$ cat src/rtl/boot_seq_pkg.sv
package boot_seq_pkg;

  typedef enum logic [3:0] {
    ST_POR,
    ST_RST,
    ST_CGEN,
    ST_CLKS,
    ST_FLREL,
    ST_OPT,
    ST_FLINIT,
    ST_PINREL,
    ST_RUN
  } seq_st_e;

  // Reset-exit divider code for field idx: 0 core/system, 1 bus, 2 ext bus, 3 flash
  function automatic logic [3:0] div_code(input int idx, input logic fast_mode);
    logic [3:0] v;
    if (fast_mode) v = (idx >= 2) ? 4'd1 : 4'd0;
    else           v = (idx >= 2) ? 4'd15 : 4'd7;
    return v;
  endfunction

endpackage

$ cat src/rtl/bsc_sync.sv
module bsc_sync #(
  parameter int W      = 1,
  parameter int STAGES = 2
) (
  input  logic         clk,
  input  logic         rst,
  input  logic [W-1:0] rst_val,
  input  logic [W-1:0] d,
  output logic [W-1:0] q
);
  logic [W-1:0] chain [STAGES];

  genvar g;
  generate
    for (g = 0; g < STAGES; g++) begin : g_stage
      always_ff @(posedge clk) begin
        if (rst) chain[g] <= rst_val;
        else if (g == 0) chain[g] <= d;
        else chain[g] <= chain[(g == 0) ? 0 : g-1];
      end
    end
  endgenerate

  assign q = chain[STAGES-1];
endmodule

$ cat src/rtl/bsc_opt_decode.sv
module bsc_opt_decode #(
  parameter int OPT_W     = 8,
  parameter int DIV_W     = 4,
  parameter int N_DIV     = 4,
  parameter int LPB_BIT   = 0,
  parameter int FAST_BIT  = 1,
  localparam int BUS_W    = DIV_W * N_DIV
) (
  input  logic             clk,
  input  logic             rst,
  input  logic             take,
  input  logic [OPT_W-1:0] opt_in,
  output logic [OPT_W-1:0] opt_reg,
  output logic [BUS_W-1:0] div_bus,
  output logic             slow_init
);
  import boot_seq_pkg::*;

  logic [BUS_W-1:0] fast_vals, slow_vals;

  genvar g;
  generate
    for (g = 0; g < N_DIV; g++) begin : g_div
      assign fast_vals[g*DIV_W +: DIV_W] = DIV_W'(div_code(g, 1'b1));
      assign slow_vals[g*DIV_W +: DIV_W] = DIV_W'(div_code(g, 1'b0));
    end
  endgenerate

  always_ff @(posedge clk) begin
    if (rst) begin
      opt_reg   <= '0;
      div_bus   <= slow_vals;
      slow_init <= 1'b0;
    end else if (take) begin
      opt_reg   <= opt_in;
      div_bus   <= opt_in[LPB_BIT] ? fast_vals : slow_vals;
      slow_init <= ~opt_in[FAST_BIT];
    end
  end
endmodule

$ cat src/rtl/bsc_seq_fsm.sv
module bsc_seq_fsm #(
  parameter int              CLK_W       = 5,
  parameter logic [CLK_W-1:0] CLK_ON_MASK = '1
) (
  input  logic             clk,
  input  logic             rst,
  input  logic             pwr_ok,
  input  logic             opt_valid,
  input  logic             flash_done,
  input  logic             pin_hi,
  input  logic             bsel_lo,
  output logic             opt_take,
  output logic             sys_rst,
  output logic             pin_oe,
  output logic             clkgen_en,
  output logic [CLK_W-1:0] clk_en,
  output logic             flash_rst,
  output logic             init_start,
  output logic             core_release,
  output logic             serial_prog
);
  import boot_seq_pkg::*;

  seq_st_e st, nxt;

  assign opt_take = (st == ST_OPT) && opt_valid;

  always_comb begin
    nxt = st;
    if (!pwr_ok) nxt = ST_POR;
    else begin
      unique case (st)
        ST_POR:    nxt = ST_RST;
        ST_RST:    nxt = ST_CGEN;
        ST_CGEN:   nxt = ST_CLKS;
        ST_CLKS:   nxt = ST_FLREL;
        ST_FLREL:  nxt = ST_OPT;
        ST_OPT:    if (opt_valid)  nxt = ST_FLINIT;
        ST_FLINIT: if (flash_done) nxt = ST_PINREL;
        ST_PINREL: if (pin_hi)     nxt = ST_RUN;
        ST_RUN:    nxt = ST_RUN;
        default:   nxt = ST_POR;
      endcase
    end
  end

  always_ff @(posedge clk) begin
    if (rst) begin
      st           <= ST_POR;
      sys_rst      <= 1'b1;
      pin_oe       <= 1'b1;
      clkgen_en    <= 1'b0;
      clk_en       <= '0;
      flash_rst    <= 1'b1;
      init_start   <= 1'b0;
      core_release <= 1'b0;
      serial_prog  <= 1'b0;
    end else begin
      st           <= nxt;
      sys_rst      <= (nxt != ST_RUN);
      pin_oe       <= !(nxt inside {ST_PINREL, ST_RUN});
      clkgen_en    <= !(nxt inside {ST_POR, ST_RST});
      clk_en       <= (nxt inside {ST_POR, ST_RST, ST_CGEN}) ? '0 : CLK_ON_MASK;
      flash_rst    <= (nxt inside {ST_POR, ST_RST, ST_CGEN, ST_CLKS});
      init_start   <= (nxt == ST_FLREL);
      core_release <= (nxt == ST_RUN);
      if (nxt == ST_POR) serial_prog <= 1'b0;
      else if (st == ST_PINREL && nxt == ST_RUN) serial_prog <= bsel_lo;
    end
  end
endmodule

$ cat src/rtl/boot_seq_ctrl.sv
module boot_seq_ctrl #(
  parameter int              OPT_W       = 8,
  parameter int              DIV_W       = 4,
  parameter int              N_DIV       = 4,
  parameter int              N_BUS       = 2,
  parameter logic [N_BUS-1:0] BUS_GATE_ON = 2'b01,
  parameter int              SYNC_STAGES = 2,
  parameter int              LPB_BIT     = 0,
  parameter int              FAST_BIT    = 1,
  localparam int             CLK_W       = 3 + N_BUS,
  localparam int             BUS_W       = DIV_W * N_DIV
) (
  input  logic             clk,
  input  logic             rst,
  input  logic             supply_ok,
  input  logic             vdet_ok,
  input  logic             pin_level,
  input  logic             boot_sel_n,
  input  logic             opt_valid,
  input  logic [OPT_W-1:0] opt_data,
  input  logic             flash_done,
  output logic             sys_rst,
  output logic             pin_oe,
  output logic             clkgen_en,
  output logic [CLK_W-1:0] clk_en,
  output logic             flash_rst,
  output logic             init_start,
  output logic [OPT_W-1:0] opt_reg,
  output logic [BUS_W-1:0] div_bus,
  output logic             slow_init,
  output logic             core_release,
  output logic             serial_prog
);
  localparam logic [CLK_W-1:0] CLK_ON_MASK = {BUS_GATE_ON, 3'b111};

  logic [1:0] sync_q;
  logic       opt_take;

  bsc_sync #(.W(2), .STAGES(SYNC_STAGES)) u_sync (
    .clk     (clk),
    .rst     (rst),
    .rst_val (2'b10),
    .d       ({boot_sel_n, pin_level}),
    .q       (sync_q)
  );

  bsc_seq_fsm #(.CLK_W(CLK_W), .CLK_ON_MASK(CLK_ON_MASK)) u_fsm (
    .clk          (clk),
    .rst          (rst),
    .pwr_ok       (supply_ok && vdet_ok),
    .opt_valid    (opt_valid),
    .flash_done   (flash_done),
    .pin_hi       (sync_q[0]),
    .bsel_lo      (~sync_q[1]),
    .opt_take     (opt_take),
    .sys_rst      (sys_rst),
    .pin_oe       (pin_oe),
    .clkgen_en    (clkgen_en),
    .clk_en       (clk_en),
    .flash_rst    (flash_rst),
    .init_start   (init_start),
    .core_release (core_release),
    .serial_prog  (serial_prog)
  );

  bsc_opt_decode #(
    .OPT_W(OPT_W), .DIV_W(DIV_W), .N_DIV(N_DIV),
    .LPB_BIT(LPB_BIT), .FAST_BIT(FAST_BIT)
  ) u_opt (
    .clk       (clk),
    .rst       (rst),
    .take      (opt_take),
    .opt_in    (opt_data),
    .opt_reg   (opt_reg),
    .div_bus   (div_bus),
    .slow_init (slow_init)
  );
endmodule

$ cat config.mk
export PLATFORM = sky130hd
export DESIGN_NAME = boot_seq_ctrl
export DESIGN_NICKNAME = d
export VERILOG_FILES = /design/src/rtl/boot_seq_pkg.sv /design/src/rtl/bsc_sync.sv /design/src/rtl/bsc_opt_decode.sv /design/src/rtl/bsc_seq_fsm.sv /design/src/rtl/boot_seq_ctrl.sv
export SDC_FILE = /design/constraint.sdc
export NUM_CORES = 1
export LEC_CHECK = 0
export BUFFER_PORTS_ARGS = -buffer_cell sky130_fd_sc_hd__buf_2
export CORE_MARGIN = 2
export CORE_UTILIZATION = 45
export DETAILED_ROUTE_END_ITERATION = 10
export GPL_TIMING_DRIVEN = 0
export PLACE_DENSITY = 0.78
export SYNTH_ARGS = -nofsm -noshare
export SYNTH_HDL_FRONTEND = slang
export SYNTH_SLANG_ARGS = --single-unit
$ cat constraint.sdc
create_clock -name clk -period 2.3 [get_ports clk]
set_input_delay 0.23 -clock clk [delete_from_list [all_inputs] [get_ports clk]]
set_output_delay 0.23 -clock clk [all_outputs]
set_load 0.01 [all_outputs]
# After elaboration in Yosys (flattened, before gate mapping)
# Memory sizes are Yosys's and may differ from the RTL's.
# Index checks and enable logic that the tools add are counted.
[totals] reg_bits=41 latchBits=0 ram_bits=4 rom_bits=0 in_bits=16 out_inout_bits=37 word_cells=56 memories=1
[mem_list] memory="u_sync.chain" depth=2 word_bits=2 read_ports=2 rd_ports_with_merged_regs=0 wr=2 line_no="bsc_sync.sv:11" text="logic [W-1:0] chain [STAGES];"
[classes] n_addsub=0 mul=0 div=0 magnitude_cmp=0 n_eq_ne=15 shift=0 muxes=12 n_bitwise=4 n_reduce_logical=12
[ops] cell="case mux 4 bit (9 select lines)" n=1
[ops] cell="equality test 4 x 3 -> 1 bit, second input constant" n=6
[ops] cell="two-way mux 4 bit" n=5
[ops] cell="equality test 4 x 2 -> 1 bit, second input constant" n=4
[ops] cell="two-way mux 16 bit" n=1
[ops] cell="equality test 4 x 1 -> 1 bit, second input constant" n=2
[ops] cell="equality test 4 bit, second input constant" n=2
[ops] cell="zero test 4 bit" n=2
[ops] cell="two-way mux 2 bit" n=2
[ops] cell="inequality test 4 bit, second input constant" n=1
[ops] cell="nonzero test 2 bit" n=2
[ops] cell="nonzero test 4 bit" n=1
[ops] cell="logical AND 1 bit" n=3
[ops] cell="two-way mux 1 bit" n=3
[ops] cell="nonzero test 3 bit" n=1
[ops] cell="zero test 1 bit" n=2
[ops] cell="inverter 1 bit" n=2
[ops] cell="OR 1 bit" n=2
[ops] cell="OR reduction 2 bit" n=1

# Longest topological paths before layout
# An unclocked memory read counts as a cell.
[depth] word_depth=7 mapped_depth=6 ltp_nobuf=5

# Cells and area by module
# Synthesis repeated with hierarchy kept, for this count alone.
[unflattened] cells_unflattened=117 area_unflattened_um2=1134.8
[modules_own_cells] mod="bsc_seq_fsm" instances=1 cells_each=55 area_per_inst_um2=511.7 seq_area_each_um2=240.2
[modules_own_cells] mod="bsc_opt_decode" instances=1 cells_each=50 area_per_inst_um2=480.5 seq_area_each_um2=200.2
[modules_own_cells] mod="bsc_sync" instances=1 cells_each=8 area_per_inst_um2=125.1 seq_area_each_um2=80.1
[modules_own_cells] mod="boot_seq_ctrl" instances=1 cells_each=4 area_per_inst_um2=17.5 seq_area_each_um2=0.0

# Least setup slack after synthesis
# OpenSTA, ideal clock, no wires.
[synth_timing] path_kind="register to register" from="reg u_fsm.st[0]" to="reg u_fsm.pin_oe" setup_time_ps=143 t_arrival_ps=1367 t_required_ps=2157 path_slack_ps=790 stages_incl_launch_ff=6 path_buffers=1 synth_period_minus_slack_ps=1510 path_cell_list="dfxtp_1 buf_6 or3_4 a211oi_4 a21boi_4 a31oi_1"
[synth_between] elab_chain_len=6 elab_cells_between_ends=18 cone_classes="10 x eq/ne; 5 x mux; 3 x reduce/logical"
[synth_lines] item="start, declared" line_no="bsc_seq_fsm.sv:24" text="seq_st_e st, nxt;"
[synth_lines] item="start signal, assigned" line_no="bsc_seq_fsm.sv:59" text="st <= nxt;"
[synth_lines] item="equality test 4 bit (tied with other cells)" line_no="bsc_seq_fsm.sv:32" text="unique case (st)"
[synth_lines] item="case mux 4 bit (9 select lines) *" line_no="bsc_seq_fsm.sv:32"
[synth_lines] item="two-way mux 4 bit *" line_no="bsc_seq_fsm.sv:30" text="if (!pwr_ok) nxt = ST_POR;"
[synth_lines] item="equality test 4 x 3 -> 1 bit or equality test 4 bit (tied branches)" line_no="bsc_seq_fsm.sv:61" text="pin_oe <= !(nxt inside {ST_PINREL, ST_RUN});"
[synth_lines] item="nonzero test 2 bit *" line_no="bsc_seq_fsm.sv:61"
[synth_lines] item="zero test 1 bit *" line_no="bsc_seq_fsm.sv:61"
[synth_lines] item="end signal, assigned" line_no="bsc_seq_fsm.sv:61"
[synth_lines] item="end, declared" line_no="bsc_seq_fsm.sv:14" text="output logic pin_oe,"
# Mark *: on every way between the ends. The rest lies on a longest branch, timed or not.
# A chain may end at the register's enable or synchronous reset.

# Worst setup path after layout
[layout_timing] from="reg u_fsm.st[2]" to="reg u_fsm.pin_oe"
# The elaborated chain is that of the path after synthesis.

==> qor.csv <==
metric;value;unit
power_frac_seq;66.6;%
clock_latency;0.30;ns
antenna_found_initial;0;
cp.arrival;1.82;ns
globalplace.congestion;0.730;
rows;18;
ios;53;
rsz0062_at_grt;no;
die-area;2880;um2
synth.distinct_cells;31;
synthCells;114;
clock_skew;0.000881;ns
hold_buffers;0;
die_w;53.7;um
switching_share;20.9;%
ir_drop;331;uV
critPathTopFamily;compound AO/OA/AOI/OAI gates;
fp.coreArea;2410;um2
whs;0.0969;ns
cts_setup_buffers;0;
synth-compound-area-share;12.2;%
grt_overflow;0;
crit_buf_inv;0;
layout.nets;185;
synthesis.area_per_instance;9.75;um2
worst_slew_pin_slew;0.549;ns
initial_core_util;46.1;%
final_cell_mix;buf_2, dfxtp_1, buf_4;
power_density;484;nW/um2
die_h;53.7;um
cts_buffer_depth;2;
viasPerCell;4.44;
crit_chain;or3_4, a211oi_4, a21boi_4, a31oi_1;
yosys_warnings;0;
drc;0;
area_growth;27.6;%
post_drt_wl_per_cell;9.80;um
finalPower;0.685;mW
num_vias;875;
end_kind;register;
cts_tree;done;
synth_top_family_by_area;buffers and inverters;
drive_above_1_share;46.1;%
slowest_delay;0.44;ns
numCtsBuffers;3;
grt_use_total;14.1;%
synthXorXnorAreaFrac;0;%
switchingPower;0.143;mW
cts_resized;0;
mostFrequentLayoutCell;buf_2;
antenna_cells;0;
grt_pass1_vias;677;
synth_fa_ha_area_share;0;%
drv_cap;0;
r2r_slack;0.65;ns
start_kind;register;
synth-simple-area-share;15.9;%
clock-sinks;26;
fin_area;1420;um2
hold_violations;0;
comb_power_share;7.3;%
final_core_util;58.8;%
fmax;606;MHz
min_path_type;primary input to register;
finalCritPeriodShare;71.8;%
totalWireLength;1.93;mm
intPower;0.542;mW
criticalPathCategory;register to register;
pwr-share-clk;26.1;%
worstPathRequired;2.47;ns
grt_max_degree;14;
setup_viol;0;
portBuffers;47;
drtAntennaViolNets;0;
first_pass_iters;4;
p_leak;0.680;nW
slew_viol_final;0;
fin_crit;1.65;ns
relSlewSlack;63.4;%
initialDrtViolationCount;14;
cts_root_buf;clkbuf_4;
syn_area;1110;um2
clkSlewWorstSetupHoldPaths;0.12;ns
slowest_stage;or3_4;
crit_fanout;8;
placed_area;1400;um2
largest_reg_flops;8;
tns;0;ns
grt_pass1_wl;2.91;mm
htreeDepth;1;
synth-seq-cells;26;
status;finished clean;
synth_seq_area_share;46.8;%
synth.area.mux_share;8.11;%
dp_hpwl;1.49;mm
==> power by group through the flow <==
stage               Combinational, mW  Sequential (mW)  Clock (mW)
finish                         0.0504            0.457       0.179
global route                   0.0561            0.457       0.199
CTS                            0.0502            0.457       0.184
detailed placement             0.0500            0.467           0
global placement               0.0488            0.467           0
floorplan                      0.0308            0.467           0
==> logic make-up (layout without fill, tap and decap cells) <==
| family | after synthesis | count (layout) |
|---|---|---|
| AND/OR/NAND/NOR | 35 | 35 |
| other | 2 | 5 |
| AO/OA/AOI/OAI | 15 | 15 |
| flip-flops | 26 | 26 |
| buffers and inverters | 27 | 77 |
| multiplexers | 9 | 9 |
==> synth_stat cells, drive strengths merged <==
| master | instances | share of area [%] |
|---|---|---|
| dfxtp | 26 | 47 |
| a32o | 1 | 0.90 |
| or2 | 2 | 1.1 |
| nand4 | 1 | 0.56 |
| nand3 | 1 | 0.45 |
| buf | 21 | 14 |
| inv | 4 | 1.4 |
| clkbuf | 2 | 0.68 |
| and2 | 3 | 1.8 |
| mux2i | 9 | 8.1 |
| nor2 | 12 | 4.1 |
| or3 | 1 | 1.0 |
| conb | 2 | 0.68 |
| o211a | 1 | 0.90 |
| nand2b | 5 | 2.8 |
| a22o | 1 | 0.79 |
| a31oi | 2 | 1.1 |
| o21ai | 1 | 0.45 |
| a221oi | 2 | 1.6 |
| o21bai | 1 | 0.68 |
| nor2b | 2 | 1.1 |
| a21boi | 2 | 2.4 |
| a21oi | 2 | 0.90 |
| nand2 | 6 | 2.0 |
| a211oi | 1 | 1.8 |
| a21o | 1 | 0.68 |
| nor3 | 2 | 0.90 |
==> stage by stage <==
step                      setup WS (ns)  instances
after floorplan                   0.790        117
after global placement            0.694        194
after detailed placement          0.664        194
after CTS                         0.654        197
after global routing              0.596        197
final                             0.649        197
==> final timing paths <==
kind	from	endpoint	depth (start not counted)
max	u_fsm.st[2]	u_fsm.pin_oe	4
min	boot_sel_n	u_sync.chain[0][1]	2
max reg2reg	u_fsm.st[2]	u_fsm.pin_oe	4
min reg2reg	u_sync.chain[0][1]	u_sync.chain[1][1]	1
==> layer usage <==
layer / vias to the layer above / GRT usage (%) / share of wire [%] / wire [um]
met5: - / 0 / 0 / 0
met4: 0 / 7.69 / 0.67 / 13
met3: 2 / 3.61 / 6.8 / 131
met2: 27 / 23.4 / 48 / 936
met1: 389 / 16.6 / 44 / 850
li1: 457 / - / - / -
==> cell type report <==
cell class,count,area [um2]
fillers,221,992
flip-flops and latches,26,520
multi-input cells,64,420
repair buffers,47,235
plain buffers,23,166
well taps,30,37.5
clock buffers,3,22.5
inverters,4,15.0
Power figures use the tool's default switching activity.
